--- config.mk ---
export PLATFORM = sky130hd
export DESIGN_NAME = adc_rd_ctrl
export DESIGN_NICKNAME = d
export VERILOG_FILES = /design/src/rtl/adc_rd_pkg.sv /design/src/rtl/adc_rd_timer.sv /design/src/rtl/adc_rd_assemble.sv /design/src/rtl/adc_rd_ctrl.sv
export SDC_FILE = /design/constraint.sdc
export NUM_CORES = 1
export LEC_CHECK = 0
export BUFFER_PORTS_ARGS = -buffer_cell sky130_fd_sc_hd__buf_4
export CORE_UTILIZATION = 40
export CTS_CLUSTER_SIZE = 14
export DETAILED_ROUTE_END_ITERATION = 7
export SYNTH_ARGS = -nofsm -noshare
export SYNTH_HDL_FRONTEND = slang
export SYNTH_HIERARCHICAL = 1
export SYNTH_SLANG_ARGS = --single-unit
--- constraint.sdc ---
create_clock -name clk -period 3.5 [get_ports clk]
set_input_delay 0 -clock clk [delete_from_list [all_inputs] [get_ports clk]]
set_output_delay 0 -clock clk [all_outputs]
set_load 0.005 [all_outputs]
--- src/rtl/adc_rd_pkg.sv ---
`timescale 1ns/1ps
package adc_rd_pkg;

    localparam int ADC_W  = 12;
    localparam int BYTE_W = 8;
    localparam int RES_W  = 16;

    typedef enum logic [2:0] {
        ST_PWRUP,
        ST_IDLE,
        ST_START,
        ST_CONV,
        ST_SETUP,
        ST_READ,
        ST_RECOVER
    } ctl_state_e;

    typedef struct packed {
        logic word;
        logic left;
        logic bipolar;
    } rd_cfg_t;

    function automatic logic [ADC_W-1:0] join_bytes(
        input logic [BYTE_W-1:0] hi,
        input logic [BYTE_W-1:0] lo,
        input logic              left
    );
        if (left)
            return {hi, lo[BYTE_W-1 -: (ADC_W-BYTE_W)]};
        return {hi[(ADC_W-BYTE_W)-1:0], lo};
    endfunction

    function automatic logic [RES_W-1:0] extend_result(
        input logic [ADC_W-1:0] raw,
        input logic             bipolar
    );
        logic fill;
        fill = bipolar & raw[ADC_W-1];
        return {{(RES_W-ADC_W){fill}}, raw};
    endfunction

endpackage

--- src/rtl/adc_rd_timer.sv ---
`timescale 1ns/1ps
module adc_rd_timer #(
    parameter int W       = 8,
    parameter int RST_VAL = 0
) (
    input  logic         clk,
    input  logic         rst,
    input  logic         load,
    input  logic [W-1:0] load_val,
    output logic         done
);
    logic [W-1:0] cnt_q;

    always_ff @(posedge clk) begin
        if (rst)
            cnt_q <= W'(RST_VAL);
        else if (load)
            cnt_q <= load_val;
        else if (cnt_q != '0)
            cnt_q <= cnt_q - 1'b1;
    end

    assign done = (cnt_q == '0);
endmodule

--- src/rtl/adc_rd_assemble.sv ---
`timescale 1ns/1ps
module adc_rd_assemble
    import adc_rd_pkg::*;
(
    input  rd_cfg_t           cfg,
    input  logic [BYTE_W-1:0] hi_byte,
    input  logic [ADC_W-1:0]  bus,
    output logic [RES_W-1:0]  result
);
    logic [ADC_W-1:0] raw;

    always_comb begin
        if (cfg.word)
            raw = bus;
        else
            raw = join_bytes(hi_byte, bus[ADC_W-1 -: BYTE_W], cfg.left);
        result = extend_result(raw, cfg.bipolar);
    end
endmodule

--- src/rtl/adc_rd_ctrl.sv ---
`timescale 1ns/1ps
module adc_rd_ctrl
    import adc_rd_pkg::*;
#(
    parameter int PWRUP_CYC       = 2000,
    parameter int START_GAP_CYC   = 1000,
    parameter int SC_PULSE_CYC    = 20,
    parameter int CS_SETUP_CYC    = 4,
    parameter int OE_DATA_CYC     = 6,
    parameter int RECOVER_CYC     = 40,
    parameter int EOC_TIMEOUT_CYC = 4000
) (
    input  logic              clk,
    input  logic              rst,
    input  logic              trig,
    input  logic              mode_word,
    input  logic              just_left,
    input  logic              bipolar,
    output logic              adc_sc_n,
    input  logic              adc_eoc,
    output logic              adc_cs_n,
    output logic              adc_oe_n,
    output logic              adc_hbe,
    output logic              adc_left,
    input  logic [ADC_W-1:0]  adc_data,
    output logic [RES_W-1:0]  res_data,
    output logic              res_valid,
    output logic              err_timeout
);
    localparam int MAX_A  = (PWRUP_CYC > EOC_TIMEOUT_CYC) ? PWRUP_CYC : EOC_TIMEOUT_CYC;
    localparam int MAX_B  = (RECOVER_CYC > SC_PULSE_CYC) ? RECOVER_CYC : SC_PULSE_CYC;
    localparam int MAX_C  = (CS_SETUP_CYC > OE_DATA_CYC) ? CS_SETUP_CYC : OE_DATA_CYC;
    localparam int MAX_AB = (MAX_A > MAX_B) ? MAX_A : MAX_B;
    localparam int MAX_ST = (MAX_AB > MAX_C) ? MAX_AB : MAX_C;
    localparam int ST_W   = $clog2(MAX_ST + 1);
    localparam int GAP_W  = $clog2(START_GAP_CYC + 1);

    localparam logic [ST_W-1:0]  LD_SC   = ST_W'(SC_PULSE_CYC - 1);
    localparam logic [ST_W-1:0]  LD_TO   = ST_W'(EOC_TIMEOUT_CYC - 1);
    localparam logic [ST_W-1:0]  LD_CS   = ST_W'(CS_SETUP_CYC - 1);
    localparam logic [ST_W-1:0]  LD_OE   = ST_W'(OE_DATA_CYC - 1);
    localparam logic [ST_W-1:0]  LD_REC  = ST_W'(RECOVER_CYC - 1);
    localparam logic [GAP_W-1:0] LD_GAP  = GAP_W'(START_GAP_CYC - 1);

    ctl_state_e        state_q, state_d;
    rd_cfg_t           cfg_q;
    logic              pend_q;
    logic              hi_phase_q;
    logic [BYTE_W-1:0] hi_byte_q;
    logic [RES_W-1:0]  res_q;
    logic              valid_q, err_q;

    logic              st_load, st_done;
    logic [ST_W-1:0]   st_val;
    logic              gap_load, gap_done;
    logic              start_now, byte_turn;
    logic [RES_W-1:0]  assembled;

    adc_rd_timer #(.W(ST_W), .RST_VAL(PWRUP_CYC - 1)) u_st_tmr (
        .clk(clk), .rst(rst), .load(st_load), .load_val(st_val), .done(st_done)
    );

    adc_rd_timer #(.W(GAP_W), .RST_VAL(0)) u_gap_tmr (
        .clk(clk), .rst(rst), .load(gap_load), .load_val(LD_GAP), .done(gap_done)
    );

    adc_rd_assemble u_asm (
        .cfg(cfg_q), .hi_byte(hi_byte_q), .bus(adc_data), .result(assembled)
    );

    assign byte_turn = !cfg_q.word && hi_phase_q;

    always_comb begin
        state_d   = state_q;
        st_load   = 1'b0;
        st_val    = '0;
        gap_load  = 1'b0;
        start_now = 1'b0;
        unique case (state_q)
            ST_PWRUP: if (st_done) state_d = ST_IDLE;
            ST_IDLE: begin
                if ((trig || pend_q) && gap_done) begin
                    state_d   = ST_START;
                    st_load   = 1'b1;
                    st_val    = LD_SC;
                    gap_load  = 1'b1;
                    start_now = 1'b1;
                end
            end
            ST_START: begin
                if (st_done) begin
                    state_d = ST_CONV;
                    st_load = 1'b1;
                    st_val  = LD_TO;
                end
            end
            ST_CONV: begin
                if (adc_eoc) begin
                    state_d = ST_SETUP;
                    st_load = 1'b1;
                    st_val  = LD_CS;
                end else if (st_done) begin
                    state_d = ST_IDLE;
                end
            end
            ST_SETUP: begin
                if (st_done) begin
                    state_d = ST_READ;
                    st_load = 1'b1;
                    st_val  = LD_OE;
                end
            end
            ST_READ: begin
                if (st_done) begin
                    st_load = 1'b1;
                    if (byte_turn) begin
                        st_val = LD_OE;
                    end else begin
                        state_d = ST_RECOVER;
                        st_val  = LD_REC;
                    end
                end
            end
            ST_RECOVER: if (st_done) state_d = ST_IDLE;
            default: state_d = ST_IDLE;
        endcase
    end

    always_ff @(posedge clk) begin
        if (rst) begin
            state_q    <= ST_PWRUP;
            cfg_q      <= '0;
            pend_q     <= 1'b0;
            hi_phase_q <= 1'b0;
            hi_byte_q  <= '0;
            res_q      <= '0;
            valid_q    <= 1'b0;
            err_q      <= 1'b0;
        end else begin
            state_q <= state_d;
            valid_q <= 1'b0;
            err_q   <= 1'b0;
            if (start_now) begin
                cfg_q  <= '{word: mode_word, left: just_left, bipolar: bipolar};
                pend_q <= 1'b0;
            end else if (trig) begin
                pend_q <= 1'b1;
            end
            if (state_q == ST_CONV) begin
                if (adc_eoc)
                    hi_phase_q <= 1'b1;
                else if (st_done)
                    err_q <= 1'b1;
            end
            if (state_q == ST_READ && st_done) begin
                hi_phase_q <= 1'b0;
                if (byte_turn) begin
                    hi_byte_q <= adc_data[ADC_W-1 -: BYTE_W];
                end else begin
                    res_q   <= assembled;
                    valid_q <= 1'b1;
                end
            end
        end
    end

    assign adc_sc_n    = (state_q != ST_START);
    assign adc_cs_n    = !(state_q == ST_SETUP || state_q == ST_READ);
    assign adc_oe_n    = (state_q != ST_READ);
    assign adc_hbe     = byte_turn && !adc_cs_n;
    assign adc_left    = !cfg_q.word && cfg_q.left;
    assign res_data    = res_q;
    assign res_valid   = valid_q;
    assign err_timeout = err_q;
endmodule

==> results of run 1 <==
==> per-stage QoR <==
| stage | cells | setup WS (ps) | area, µm² | power, mW | util |
|---|---|---|---|---|---|
| 4_1_cts | 517 | 742 | 3620 | 1.92 | 0.499 |
| 3_5_place_dp | 497 | 753 | 3400 | 1.53 | 0.469 |
| 6_report | 517 | 720 | 3620 | 1.90 | 0.499 |
| 5_1_grt | 517 | 487 | 3620 | 2.05 | 0.499 |
| 2_1_floorplan | 374 | 849 | 3050 | 1.38 | - |
| 3_3_place_gp | 497 | 822 | 3400 | 1.52 | 0.469 |
==> sequential cells by signal, indices dropped and copies added, names as in the netlist <==
name and flops:
hi_phase_q 1, hi_byte_q 8, res_valid 1, state_q 3, err_timeout 1, u_st_tmr/cnt_q 12
res_data 16, cfg_q 3, pend_q 1, u_gap_tmr/cnt_q 10
==> area by class of cell <==
cell class / instances / area [µm²] / area share
multi-input cells: 280 / 1760 / 0.485
flip-flops and latches: 56 / 1120 / 0.310
repair buffers: 57 / 458 / 0.127
well taps: 99 / 124 / 0.0342
clock buffers: 5 / 68.8 / 0.0190
inverters: 17 / 63.8 / 0.0176
clock inverters: 3 / 27.5 / 0.00761
==> placed cells by master, fill, tap and decap left out, types with 11 or more instances in the layout <==
master,synthesis,routed
dfxtp_1,56,56
conb_1,2,11
nor2_1,25,25
a21oi_1,31,31
o21ai_0,13,13
nand2_1,60,60
dlygate4sd3_1,0,12
buf_4,5,45
inv_1,15,15
nor3_1,11,11
mux2i_1,25,25
==> path summary, 6_finish.rpt <==
check                      endpoint  cells after the start
setup / recovery  u_st_tmr/cnt_q[3]                     10
hold / removal          res_data[3]                      5
setup reg to reg  u_st_tmr/cnt_q[3]                     10
hold reg to reg        res_data[14]                      2
==> tightest hold or removal path, cell delays in order <==
cell	delay (ps)
buf_4	110
nand2_1	50
o21ai_1	50
nand2_1	60
a21oi_1	50
==> logic make-up (layout without fill, tap and decap cells) <==
family | after synthesis | count (layout) | share of synthesized area
and+or+nand+nor | 145 | 145 | 0.262
AOI/OAI and AO/OA | 85 | 85 | 0.178
DFF | 56 | 56 | 0.372
buffers and inverters | 38 | 82 | 0.0577
muxes | 27 | 27 | 0.0904
xor gates and xnor gates | 9 | 9 | 0.0261
adders and majority gates | 3 | 3 | 0.0124
other | 2 | 11 | 0.00249
==> report_power, final <==
group	internal [mW]	switching (mW)	total, mW
combinational	0.333	0.342	0.675
sequential	0.725	0.123	0.848
clock	0.148	0.228	0.376
==> routing by layer <==
layer | share of wire | vias up | wire (µm)
met2 | 0.46 | 57 | 3180
li1 | - | 1371 | -
met4 | 0.024 | 0 | 161
met5 | 0 | - | 0
met1 | 0.47 | 1237 | 3230
met3 | 0.041 | 15 | 280
==> impl_metrics.yaml, run 1 <==
outcome:
  status: "complete, no violations"
drt:
  vias: 2680
  wl_per_cell_um: 13.2
  antenna_left: 0
  routed_wl_um: 6850
  drc_errors: 0
  viasPerCell: 5.18
  dr.pass1.iters: 4
  drtIter0Drc: 110
logic_synthesis:
  synth_commonest_cells: "60 x nand2_1, 56 x dfxtp_1, 31 x a21oi_1"
  yosys.area.top_type: "dfxtp_1"
  yosysSeqAreaShare: 0.372
  synth.most_common_cell: "nand2_1"
  synth_area_leaders: "dfxtp_1 37%, mux2i_1 8.3%, nand2_1 7.5%"
  synth_cell_types: 62
  synth_top_area_share: 0.372
  synth-main-ff-cell: "dfxtp_1"
  synth-edff-count: 0
  syn_inst: 365
  synth_area_um2: 3020
  synth.avg_cell_area_um2: 8.26
  yosys_warnings: 6
  synth-async-reset-ratio: 0
  ys_ff_latch: 56
global_routing:
  use_met2: 0.305
  track_usage: 0.193
  use_met1: 0.260
  grt_pass1_wl_um: 12000
  busiest_layer: "met2"
  antenna_found_initial: 0
  grt_pass1_vias: 2541
  grt_max_degree: 59
  overflow: 0
  use_met3: 0.0410
critical_path:
  crit_path_start_kind: "flop"
  crit_family: "simple AND/OR/NAND/NOR gates"
  slowest_delay_ps: 500
  worst-setup-path-type: "reg2reg"
  worstPathArrival_ps: 2970
  rrSetupSlack_ps: 720
  crit_buf_inv: 3
  crit_path_start: "u_st_tmr/cnt_q[0]"
  reg2reg_from: "u_st_tmr/cnt_q[0]"
  endpoint_kind: "flop"
  crit_required_ps: 3690
  path_max_fanout: 23
  cpMaxStageDelayCell: "or3b_2"
  path_cells: "inv_1 -> ha_1 -> or3b_2 -> nor3_2 -> buf_4 -> o21a_1 -> or3b_2 -> inv_1 -> a31oi_1 -> o41ai_1"
timing:
  clock_skew_ps: 9.02
  hold_viol: 0
  fin_crit_ps: 2780
  setup_viol: 0
  relSlewSlack: 0.505
  max_freq_mhz: 360
  hold_slack_ps: 50.1
  grt_setup_unrepaired: "false"
  maxSlewViolCount: 0
  tightest_slew_ps: 742
  timing.final.crit_share: 0.794
  fin_tns_setup_ps: 0
floorplanning:
  dieArea_um2: 7890
  start_util: 0.416
  die_w_um: 88.8
  io_pins: 42
  die_h_um: 88.8
  rows: 31
  fp.coreArea_um2: 7250
clock_network:
  clock_sinks: 56
  cts-root-buf: "clkbuf_8"
  post_cts_buffers: 0
  clock_path_buffers: 2
  postCtsHoldBufs: 12
  cts_htree_levels: 2
  path_clk_slew_ps: 110
  cts_buffers: 5
  cts_tree: "done"
  worstSkewPairLatency_ps: 310
  cts_resized: 0
pwr:
  peakVddDrop_v: 0.000187
  power_density_nw_per_um2: 525
  p_leak_nw: 1.33
placement:
  place_congestion: 0.828
  hpwl_um: 4750
  io_buffer_count: 41
finish:
  layout.nets: 439
  fillers: 722
  drive_above_1_share: 0.182
  antennaDiodeCount: 0
  syn_to_final_growth_pct: 20.0
hold_path:
  min_from: "adc_data[3]"
  hp-class: "in2reg"
job:
  max_cap_viol_count: 0
Note: power is estimated with default switching activity, not from simulation.
==> inputs of run 2 (changes only) <==
--- a/config.mk
+++ b/config.mk
@@ -5,6 +5,7 @@
 export SDC_FILE = /design/constraint.sdc
 export NUM_CORES = 1
 export LEC_CHECK = 0
+export ABC_AREA = 1
 export BUFFER_PORTS_ARGS = -buffer_cell sky130_fd_sc_hd__buf_4
 export CORE_UTILIZATION = 40
 export CTS_CLUSTER_SIZE = 14
==> constraint.sdc (replaced) <==
create_clock -name clk -period 2.9 [get_ports clk]
set_input_delay 0 -clock clk [delete_from_list [all_inputs] [get_ports clk]]
set_output_delay 0 -clock clk [all_outputs]
set_load 0.005 [all_outputs]
==> impl_metrics.yaml, run 2 <==
outcome:
  status: "complete, no violations"
timing:
  maxSlewViolCount: 0
  fin_crit_ps: 2410
  tightest_slew_ps: 797
  setup_viol: 0
  clock_skew_ps: 5.63
  grt_setup_unrepaired: "false"
  fin_tns_setup_ps: 0
  fin_ws_ps: 494
  hold_viol: 0
  timing.final.crit_share: 0.830
  max_freq_mhz: 416
  relSlewSlack: 0.468
logic_synthesis:
  synth_cell_types: 43
  syn_inst: 490
  synthAdderAreaFrac: 0.0114
  synth_commonest_cells: "109 x nor2_1, 97 x nand2_1, 56 x dfxtp_1"
  synth.area.mux_share: 0
  synth-async-reset-ratio: 0
  synth_top_area_share: 0.342
  synth_area_leaders: "dfxtp_1 34%, nor2_1 12%, nand2_1 11%"
  yosys.area.top_type: "dfxtp_1"
  synth_area_um2: 3280
  synth-edff-count: 0
  synth-main-ff-cell: "dfxtp_1"
  ys_ff_latch: 56
  synth_top_family_by_area: "simple AND/OR/NAND/NOR gates"
  synth_compound_gate_area_share: 0.152
  synth.avg_cell_area_um2: 6.70
  synth_simple_gate_area_frac: 0.388
  yosysSeqAreaShare: 0.342
  synth_xor_area_frac: 0.0133
  yosys_warnings: 6
  synth.most_common_cell: "nor2_1"
placement:
  hpwl_um: 5680
  placed_cell_area_um2: 3640
  place_congestion: 0.879
  io_buffer_count: 41
  preCtsSetupSlack_ps: 525
pwr:
  power_density_nw_per_um2: 596
  finalPower_mw: 2.30
  p_sw_mw: 0.923
  peakVddDrop_v: 0.000227
  switching_share: 0.402
  internal_power_mw: 1.37
  power_frac_seq: 0.421
  p_comb_frac: 0.384
  p_leak_nw: 1.76
  p_clk_frac: 0.195
clock_network:
  clock_path_buffers: 2
  worstSkewPairLatency_ps: 320
  clock_sinks: 56
  cts_tree: "done"
  cts_htree_levels: 2
  cts-root-buf: "clkbuf_8"
  path_clk_slew_ps: 110
  cts_buffers: 5
finish:
  layout_common_cells: "109 x nor2_1, 97 x nand2_1, 56 x dfxtp_1, 45 x buf_4, 33 x inv_1"
  layout_commonest_cell: "nor2_1"
  syn_to_final_growth_pct: 17.5
  fin_area_um2: 3860
  layout.nets: 567
  utilization: 0.491
  drive_above_1_share: 0.198
  largest_register_ffs: 16
  antennaDiodeCount: 0
global_routing:
  grt_pass1_wl_um: 13600
  antenna_found_initial: 0
  grt_max_degree: 30
  track_usage: 0.198
  grt_pass1_vias: 2962
  overflow: 0
floorplanning:
  dieArea_um2: 8570
  rows: 32
  io_pins: 42
  die_h_um: 92.6
  fp.coreArea_um2: 7850
  start_util: 0.418
  die_w_um: 92.6
drt:
  viasPerCell: 4.88
  dr.pass1.iters: 5
  vias: 3162
  wl_per_cell_um: 12.3
  drc_errors: 0
  routed_wl_um: 7980
  drtIter0Drc: 191
  antenna_left: 0
critical_path:
  crit_required_ps: 3160
  worstPathArrival_ps: 2670
  path_max_fanout: 18
  slowest_delay_ps: 340
  cpMaxStageDelayCell: "dfxtp_1"
  crit_path_start_kind: "flop"
  path_cells: "inv_1 -> ha_1 -> nor3b_1 -> nand2_2 -> inv_1 -> inv_1 -> nor2_2 -> inv_2 -> nor2_8 -> inv_6 -> nand3_1 -> nand2_1 -> o21ai_0 -> nand2_1 -> nand3b_1"
  cpMostUsedCell: "inv_1"
  crit_family: "simple AND/OR/NAND/NOR gates"
  crit_buf_inv: 5
  worst-setup-path-type: "reg2reg"
  endpoint_kind: "flop"
job:
  max_cap_viol_count: 0
hold_path:
  hp-class: "in2reg"
==> run 2: cell count changes after synthesis, moves of 12 or more <==
| cell | before | now |
|---|---|---|
| o21ai_0 | 13 | 26 |
| nand2_1 | 60 | 97 |
| a21oi_2 | 0 | 12 |
| nor2_1 | 25 | 109 |
| nor2_2 | 0 | 14 |
| inv_1 | 15 | 33 |
| mux2i_1 | 25 | 0 |
| nand3_1 | 3 | 23 |
==> run 2: path summary, 6_finish.rpt <==
kind	start	to	slack (ps)	cells after the start
setup / recovery	u_st_tmr/cnt_q[0]	u_st_tmr/cnt_q[1]	490	15
hold / removal	adc_eoc	err_timeout	20	4
setup reg to reg	u_st_tmr/cnt_q[0]	u_st_tmr/cnt_q[1]	490	15
hold reg to reg	hi_phase_q	hi_phase_q	490	2
==> run 2: worst min-delay path, stage by stage <==
cell     delay (ps)
buf_4            90
inv_1            50
nand2_1          80
nor3_1           60
==> run 2: metrics by stage <==
step,hold slack (ps),cells
final,18.2,648
after CTS,4.78,648
after global routing,16.6,648
after global placement,231,628
after detailed placement,236,628
after floorplan,69.1,499
==> run 2: logic make-up (layout without fill, tap and decap cells) <==
| kind of cell | after synthesis | after routing |
|---|---|---|
| simple gates | 279 | 279 |
| compound gates | 86 | 86 |
| buf+inv | 59 | 106 |
| flops | 56 | 56 |
| xor+xnor | 5 | 5 |
| fa+ha+maj | 3 | 3 |
| other cells | 2 | 11 |
==> run 2: what timing repair did <==
item,4_1_cts,5_1_grt
hold endpoints to repair,12,0
gates resized for setup,0,0
hold buffers,12,0
setup buffers,0,0
==> run 2: routing by layer <==
metal	global-route usage	share of wire	vias up
met2	0.328	0.45	84
met4	0.0651	0.015	0
li1	-	-	1663
met5	0	0	-
met1	0.260	0.49	1404
met3	0.0337	0.043	11
==> run 2: power by group through the flow <==
stage               Sequential (mW)  Clock, mW  Combinational (mW)
floorplan                     0.946          0               0.715
global route                  0.983      0.504                1.01
global placement              0.983          0               0.861
finish                        0.967      0.447               0.882
CTS                           0.966      0.468               0.881
detailed placement            0.983          0               0.865
==> run 2: cell type report <==
class / count / area (µm²)
Clock inverter: 3 / 22.5
Fill cell: 827 / 3990
Clock buffer: 5 / 68.8
Sequential cell: 56 / 1120
Inverter: 41 / 161
Tap cell: 102 / 128
Multi-Input combinational cell: 384 / 1900
Timing Repair Buffer: 57 / 458
